**src/rtl/c8_exec_pkg.sv**
```systemverilog
package c8_exec_pkg;
  localparam int QUIRK_W   = 7;
  localparam int Q_SHIFT_VX = 0;
  localparam int Q_KEEP_VF  = 1;
  localparam int Q_INC_X    = 2;
  localparam int Q_NO_INC   = 3;
  localparam int Q_JUMP_VX  = 4;
  localparam int Q_CYCLIC   = 5;
  localparam int Q_WIDE     = 6;

  typedef enum logic [1:0] {ST_IDLE, ST_STORE, ST_LOAD, ST_TAIL} xstate_e;
endpackage

```
**src/rtl/c8_alu.sv**
```systemverilog
module c8_alu (
  input  logic [3:0] op_i,
  input  logic [7:0] vx_i,
  input  logic [7:0] vy_i,
  input  logic       shift_vx_i,
  input  logic       keep_vf_i,
  output logic [7:0] res_o,
  output logic       flag_o,
  output logic       wr_res_o,
  output logic       wr_flag_o
);
  logic [7:0] src;
  logic [8:0] sum;

  assign src = shift_vx_i ? vx_i : vy_i;
  assign sum = {1'b0, vx_i} + {1'b0, vy_i};

  always_comb begin
    res_o     = 8'h00;
    flag_o    = 1'b0;
    wr_res_o  = 1'b1;
    wr_flag_o = 1'b1;
    unique case (op_i)
      4'h0: begin res_o = vy_i; wr_flag_o = 1'b0; end
      4'h1: begin res_o = vx_i | vy_i; wr_flag_o = ~keep_vf_i; end
      4'h2: begin res_o = vx_i & vy_i; wr_flag_o = ~keep_vf_i; end
      4'h3: begin res_o = vx_i ^ vy_i; wr_flag_o = ~keep_vf_i; end
      4'h4: begin res_o = sum[7:0]; flag_o = sum[8]; end
      4'h5: begin res_o = vx_i - vy_i; flag_o = (vx_i >= vy_i); end
      4'h6: begin res_o = {1'b0, src[7:1]}; flag_o = src[0]; end
      4'h7: begin res_o = vy_i - vx_i; flag_o = (vy_i >= vx_i); end
      4'hE: begin res_o = {src[6:0], 1'b0}; flag_o = src[7]; end
      default: begin wr_res_o = 1'b0; wr_flag_o = 1'b0; end
    endcase
  end
endmodule

```
**src/rtl/c8_call_stack.sv**
```systemverilog
module c8_call_stack #(
  parameter int DEPTH = 16,
  parameter int W     = 16,
  localparam int SPW  = $clog2(DEPTH)
) (
  input  logic           clk_i,
  input  logic           rst_ni,
  input  logic           push_i,
  input  logic           pop_i,
  input  logic           cyclic_i,
  input  logic [W-1:0]   push_data_i,
  output logic [W-1:0]   top_o,
  output logic           accept_o,
  output logic [SPW-1:0] sp_o,
  output logic           fault_o
);
  // DEPTH must be a power of two so the pointer wraps naturally
  localparam logic [SPW:0] FULL_LVL = (SPW+1)'(DEPTH);

  logic [W-1:0]   mem_q [DEPTH];
  logic [SPW-1:0] sp_q;
  logic [SPW:0]   lvl_q;
  logic           fault_q;
  logic           full, empty, push_ok, pop_ok;

  assign full     = (lvl_q == FULL_LVL);
  assign empty    = (lvl_q == '0);
  assign push_ok  = push_i && (cyclic_i || !full);
  assign pop_ok   = pop_i && (cyclic_i || !empty);
  assign accept_o = push_ok || pop_ok;
  assign top_o    = mem_q[sp_q - 1'b1];
  assign sp_o     = sp_q;
  assign fault_o  = fault_q;

  always_ff @(posedge clk_i) begin
    if (push_ok) mem_q[sp_q] <= push_data_i;
  end

  always_ff @(posedge clk_i or negedge rst_ni) begin
    if (!rst_ni) begin
      sp_q    <= '0;
      lvl_q   <= '0;
      fault_q <= 1'b0;
    end else begin
      if (push_ok) begin
        sp_q <= sp_q + 1'b1;
        if (!full) lvl_q <= lvl_q + 1'b1;
      end else if (pop_ok) begin
        sp_q <= sp_q - 1'b1;
        if (!empty) lvl_q <= lvl_q - 1'b1;
      end
      if ((push_i && !push_ok) || (pop_i && !pop_ok)) fault_q <= 1'b1;
    end
  end


  fault_sticky_chk: assert property (@(posedge clk_i) disable iff (!rst_ni)
    fault_q |=> fault_q);

  sp_hold_on_fault_chk: assert property (@(posedge clk_i) disable iff (!rst_ni)
    ((push_i || pop_i) && !accept_o) |=> $stable(sp_q));
endmodule

```
**src/rtl/c8_exec_unit.sv**
```systemverilog
module c8_exec_unit
  import c8_exec_pkg::*;
#(
  parameter int ADDR_W      = 16,
  parameter int STACK_DEPTH = 16,
  localparam int SPW        = $clog2(STACK_DEPTH)
) (
  input  logic               clk_i,
  input  logic               rst_ni,
  input  logic               start_i,
  input  logic [15:0]        opcode_i,
  input  logic [QUIRK_W-1:0] quirk_i,
  output logic               done_o,
  output logic [ADDR_W-1:0]  mem_addr_o,
  output logic               mem_we_o,
  output logic [7:0]         mem_wdata_o,
  input  logic [7:0]         mem_rdata_i,
  input  logic [3:0]         rd_sel_i,
  output logic [7:0]         rd_data_o,
  output logic [ADDR_W-1:0]  pc_o,
  output logic [ADDR_W-1:0]  idx_o,
  output logic [SPW-1:0]     sp_o,
  output logic               fault_o
);
  localparam logic [ADDR_W-1:0] PC_RESET    = ADDR_W'(16'h0200);
  localparam logic [ADDR_W-1:0] NARROW_MASK = ADDR_W'(16'h0FFF);

  xstate_e          state_q;
  logic [7:0]       regs_q [16];
  logic [ADDR_W-1:0] pc_q, idx_q, idx_next, amask, jmp_tgt, stk_top;
  logic [3:0]       cnt_q, xr_q;
  logic             done_q;

  logic [3:0] nib, ox, oy, on;
  logic [11:0] nnn;
  logic [7:0] kk;
  assign nib = opcode_i[15:12];
  assign ox  = opcode_i[11:8];
  assign oy  = opcode_i[7:4];
  assign on  = opcode_i[3:0];
  assign nnn = opcode_i[11:0];
  assign kk  = opcode_i[7:0];

  logic idle_go;
  assign idle_go = start_i && (state_q == ST_IDLE);
  assign amask   = quirk_i[Q_WIDE] ? '1 : NARROW_MASK;

  logic [7:0] alu_res;
  logic       alu_flag, alu_wr_res, alu_wr_flag;

  c8_alu u_alu (
    .op_i       (on),
    .vx_i       (regs_q[ox]),
    .vy_i       (regs_q[oy]),
    .shift_vx_i (quirk_i[Q_SHIFT_VX]),
    .keep_vf_i  (quirk_i[Q_KEEP_VF]),
    .res_o      (alu_res),
    .flag_o     (alu_flag),
    .wr_res_o   (alu_wr_res),
    .wr_flag_o  (alu_wr_flag)
  );

  logic stk_push, stk_pop, stk_ok;
  assign stk_push = idle_go && (nib == 4'h2);
  assign stk_pop  = idle_go && (opcode_i == 16'h00EE);

  c8_call_stack #(.DEPTH(STACK_DEPTH), .W(ADDR_W)) u_stack (
    .clk_i       (clk_i),
    .rst_ni      (rst_ni),
    .push_i      (stk_push),
    .pop_i       (stk_pop),
    .cyclic_i    (quirk_i[Q_CYCLIC]),
    .push_data_i (pc_q),
    .top_o       (stk_top),
    .accept_o    (stk_ok),
    .sp_o        (sp_o),
    .fault_o     (fault_o)
  );

  // jump base: V0 with NNN, or Vx with XNN under the jump quirk
  logic [7:0] jmp_reg;
  assign jmp_reg = quirk_i[Q_JUMP_VX] ? regs_q[ox] : regs_q[0];
  assign jmp_tgt = (ADDR_W'(nnn) + ADDR_W'(jmp_reg)) & amask;

  always_comb begin
    if (quirk_i[Q_NO_INC])     idx_next = idx_q;
    else if (quirk_i[Q_INC_X]) idx_next = (idx_q + ADDR_W'(xr_q)) & amask;
    else                       idx_next = (idx_q + ADDR_W'(xr_q) + 1'b1) & amask;
  end

  assign mem_addr_o  = (idx_q + ADDR_W'(cnt_q)) & amask;
  assign mem_we_o    = (state_q == ST_STORE);
  assign mem_wdata_o = regs_q[cnt_q];
  assign rd_data_o   = regs_q[rd_sel_i];
  assign pc_o        = pc_q;
  assign idx_o       = idx_q;
  assign done_o      = done_q;

  always_ff @(posedge clk_i or negedge rst_ni) begin
    if (!rst_ni) begin
      state_q <= ST_IDLE;
      pc_q    <= PC_RESET;
      idx_q   <= '0;
      cnt_q   <= '0;
      xr_q    <= '0;
      done_q  <= 1'b0;
      for (int i = 0; i < 16; i++) regs_q[i] <= 8'h00;
    end else begin
      done_q <= 1'b0;
      unique case (state_q)
        ST_IDLE: if (start_i) begin
          cnt_q <= '0;
          xr_q  <= ox;
          if (nib == 4'hF && kk == 8'h55)      state_q <= ST_STORE;
          else if (nib == 4'hF && kk == 8'h65) state_q <= ST_LOAD;
          else begin
            done_q <= 1'b1;
            if (nib == 4'h8) begin
              if (alu_wr_res)  regs_q[ox]   <= alu_res;
              if (alu_wr_flag) regs_q[4'hF] <= alu_flag ? 8'h01 : 8'h00;
            end else if (nib == 4'hB) begin
              pc_q <= jmp_tgt;
            end else if (stk_push && stk_ok) begin
              pc_q <= ADDR_W'(nnn);
            end else if (stk_pop && stk_ok) begin
              pc_q <= stk_top & amask;
            end
          end
        end
        ST_STORE: begin
          if (cnt_q == xr_q) begin
            idx_q   <= idx_next;
            done_q  <= 1'b1;
            state_q <= ST_IDLE;
          end else cnt_q <= cnt_q + 1'b1;
        end
        ST_LOAD: begin
          if (cnt_q != 4'h0) regs_q[cnt_q - 1'b1] <= mem_rdata_i;
          if (cnt_q == xr_q) state_q <= ST_TAIL;
          else cnt_q <= cnt_q + 1'b1;
        end
        ST_TAIL: begin
          regs_q[xr_q] <= mem_rdata_i;
          idx_q   <= idx_next;
          done_q  <= 1'b1;
          state_q <= ST_IDLE;
        end
        default: state_q <= ST_IDLE;
      endcase
    end
  end


  addr_step_chk: assert property (@(posedge clk_i) disable iff (!rst_ni)
    (state_q == ST_STORE && $past(state_q) == ST_STORE)
      |-> mem_addr_o == (($past(mem_addr_o) + 1'b1) & amask));

  idx_on_done_chk: assert property (@(posedge clk_i) disable iff (!rst_ni)
    !$stable(idx_q) |-> done_q);

  pc_on_done_chk: assert property (@(posedge clk_i) disable iff (!rst_ni)
    !$stable(pc_q) |-> done_q);

  alu_latency_chk: assert property (@(posedge clk_i) disable iff (!rst_ni)
    (idle_go && nib == 4'h8) |=> done_q);
endmodule

```
**config.mk**
```make
export PLATFORM = sky130hd
export DESIGN_NAME = c8_exec_unit
export DESIGN_NICKNAME = d
export VERILOG_FILES = /design/src/rtl/c8_exec_pkg.sv /design/src/rtl/c8_alu.sv /design/src/rtl/c8_call_stack.sv /design/src/rtl/c8_exec_unit.sv
export SDC_FILE = /design/constraint.sdc
export NUM_CORES = 1
export LEC_CHECK = 0
export BUFFER_PORTS_ARGS = -buffer_cell sky130_fd_sc_hd__buf_2
export CAP_MARGIN = 20
export CORE_UTILIZATION = 46
export DETAILED_ROUTE_END_ITERATION = 8
export REMOVE_ABC_BUFFERS = 1
export SLEW_MARGIN = 5
export SYNTH_ARGS = -nofsm -noshare
export SYNTH_HDL_FRONTEND = slang
export SYNTH_HIERARCHICAL = 1
export SYNTH_SLANG_ARGS = --single-unit
```
**constraint.sdc**
```tcl
create_clock -name clk_i -period 7.31 [get_ports clk_i]
set_input_delay 1.462 -clock clk_i [delete_from_list [all_inputs] [get_ports clk_i]]
set_output_delay 1.462 -clock clk_i [all_outputs]
set_load 0.005 [all_outputs]
```
==> metrics <==
CTS tree=built; Worst setup EP type=flop; setup_tns=0 ns; die span in x=253 µm; std cell rows=91; final worst slack=1.50 ns; Post-synth EDFFs=256; async set-reset flop share out of synthesis=41.4%; dominant register cell in the synthesized netlist=edfxtp_1; layout cells sized above 1=24.7%; Sink Count=437; GR Util All Layers=30.4%; peak supply drop=0.229 mV; Slew HR=23.4%; GRT met3 Usage=4.45%; most common cell after layout, fill and taps aside=nand2_1; Total Nets Final=2622; Slew Viols, Final=0; # setup viols final=0; Synth Warn #=6; RSZ-0062 raised after global routing=no; Iteration-0 DRC Markers=2758; top-level I/O count=109; #FFs+latches synth=437; final WL=97400 µm; Routed Antenna Nets=0; peak fanout along the critical path=32; Final Skew=0.0313 ns; final core occ=51.6%; largest net degree at the start of global routing=115; most frequent cells in the layout=nand2_1, edfxtp_1, a22oi_1, mux4_2, dfrtp_1; part of the Yosys area used for sequential elements=42.1%; Max Buffers Root-to-Sink=3; area grow syn2layout=10.2%; fillers=5465; cells after synthesis=2502; Post-CTS Setup Repair Bufs=0; CTS Hold Bufs=0; Clock Latency Late Sink=0.63 ns; gr busiest metal=met2; TritonCTS buffer count=50; vias in the first global route=22.2k; CTS H-Tree Depth=2; die height=253 µm; CP startpoint kind=input port; Yosys cell types=93; dpl hpwl=65900 µm; Mapped Avg Cell Area=11.6 µm²; RD Place Congestion=0.977; final worst-path cycle share=79.5%; FMAX=172 MHz; DRC Markers=0; Final Hold Viols=0; core area=0.0621 mm²; MaxCap Viol Count=0; first-pass GRT wire length=145000 µm; drt pass-1 iters=6; wire length per cell=28.7 µm; GR Util met1=39.6%; initial core utilization=46.8%; number of gates resized after cts=0; PD cells=491 mW/mm²; Post-Syn Area=0.0291 mm²; status=finished, final reports clean; Worst Path Class, Setup=in2reg; Vias=23.2k; grt ovf=0; IO Port Bufs=108; worst min-delay path category=reg2reg; clk slew on worst S/H paths=0.06 ns; Worst Max-Slew Pin Slew=1.15 ns; root buf cell=clkbuf_16; post-layout minimum cycle time=5.81 ns; leakage power=11.7 nW; initial antenna violation count=3; Critical Path AT=6.33 ns; Die Area=0.0642 mm²; GRT met2 Usage=49.8%; dpl ws=0.951 ns; via/cell ratio=6.84; required time worst endpoint=7.82 ns
==> cell families after synthesis <==
| group | after synthesis | share of synthesized area, % |
|---|---|---|
| adder cells (fa/ha/maj) | 77 | 3.50 |
| buffers and inverters | 261 | 3.82 |
| multiplexers | 374 | 21.7 |
| AO/OA/AOI/OAI | 646 | 16.4 |
| AND/OR/NAND/NOR | 651 | 10.7 |
| XOR/XNOR | 56 | 1.75 |
| flip-flops | 437 | 42.1 |
==> layout make-up <==
type | count | area (µm²) | area share (%)
Clock buffer | 69 | 1460 | 4.57
Timing Repair Buffer | 161 | 1010 | 3.15
Multi-Input combinational cell | 1804 | 15800 | 49.3
Clock inverter | 24 | 284 | 0.887
Sequential cell | 437 | 12200 | 38.2
Inverter | 53 | 199 | 0.622
Tap cell | 837 | 1050 | 3.27
Antenna cell | 3 | 7.51 | 0.0235
==> report_power, final <==
part	leakage (nW)	internal, mW	switching (mW)
clock network	0.854	1.52	1.09
logic	6.34	3.80	4.89
registers	4.54	3.27	1.16
==> through the flow <==
step	total power, mW	hold WS (ns)	instance area, µm²	std cells
2_1_floorplan	9.91	0.466	28100	2294
5_1_grt	16.6	0.483	32000	3388
4_1_cts	15.6	0.464	31900	3377
3_3_place_gp	12.7	0.445	30200	3283
6_report	15.7	0.458	32000	3388
3_5_place_dp	12.9	0.450	30200	3284
==> synthesized netlist by cell type, types with 11 or more instances <==
library cell,number,share of area (%)
xor2_1,19,0.57
ha_1,70,3.0
mux4_2,193,15
buf_1,27,0.35
and2_1,31,0.67
edfxtp_1,256,26
mux2i_1,59,2.0
nor3_1,26,0.45
nand2_1,323,4.2
nor2b_1,11,0.24
mux2_2,120,4.7
clkbuf_1,127,1.6
a221oi_1,17,0.51
buf_2,40,0.69
nand2b_1,20,0.43
nand3_1,57,0.98
inv_1,48,0.62
o21ai_0,74,1.3
o221ai_1,106,3.2
o21ai_1,19,0.33
xnor2_1,36,1.1
a22oi_1,217,5.6
nor2_1,85,1.1
a32o_1,17,0.59
a21oi_1,72,1.2
a211oi_1,12,0.31
a31oi_1,12,0.26
dfrtp_1,180,16
==> critical path, cell delays in order <==
cell and delay, ns:
buf_2 0.72, buf_4 0.34, mux4_2 0.51, mux4_2 0.60, inv_1 0.18, ha_1 0.25
nor3_1 0.10, a211o_1 0.34, a211oi_1 0.27, a31oi_1 0.07, o31ai_1 0.37, or3_1 0.20
and2_1 0.13, buf_4 0.34, a22oi_1 0.16, o221ai_1 0.22
==> layer usage <==
metal | part of all wire, % | routed length (µm) | vias to the layer above
met5 | 0 | 0 | -
met4 | 5.1 | 4930 | 0
met3 | 7.9 | 7730 | 261
met2 | 48 | 46600 | 1216
met1 | 39 | 38100 | 11800
li1 | - | - | 9907
==> final timing paths <==
path	start	end	slack, ns	cells after the start
worst max-delay path	opcode_i[9]	flop	1.50	16
worst min-delay path	u_stack/fault_o$_DFFE_PN0P_	u_stack/fault_o$_DFFE_PN0P_	0.46	1
worst max register to register	flop	flop	2.68	14
worst min register to register	u_stack/fault_o$_DFFE_PN0P_	u_stack/fault_o$_DFFE_PN0P_	0.46	1
max in group asynchronous	rst_ni	cnt_q[1]$_DFFE_PN0P_	5.19	2
min in group asynchronous	rst_ni	asynchronous set/reset pin	0.85	1
(Power assumes the default switching activity.)
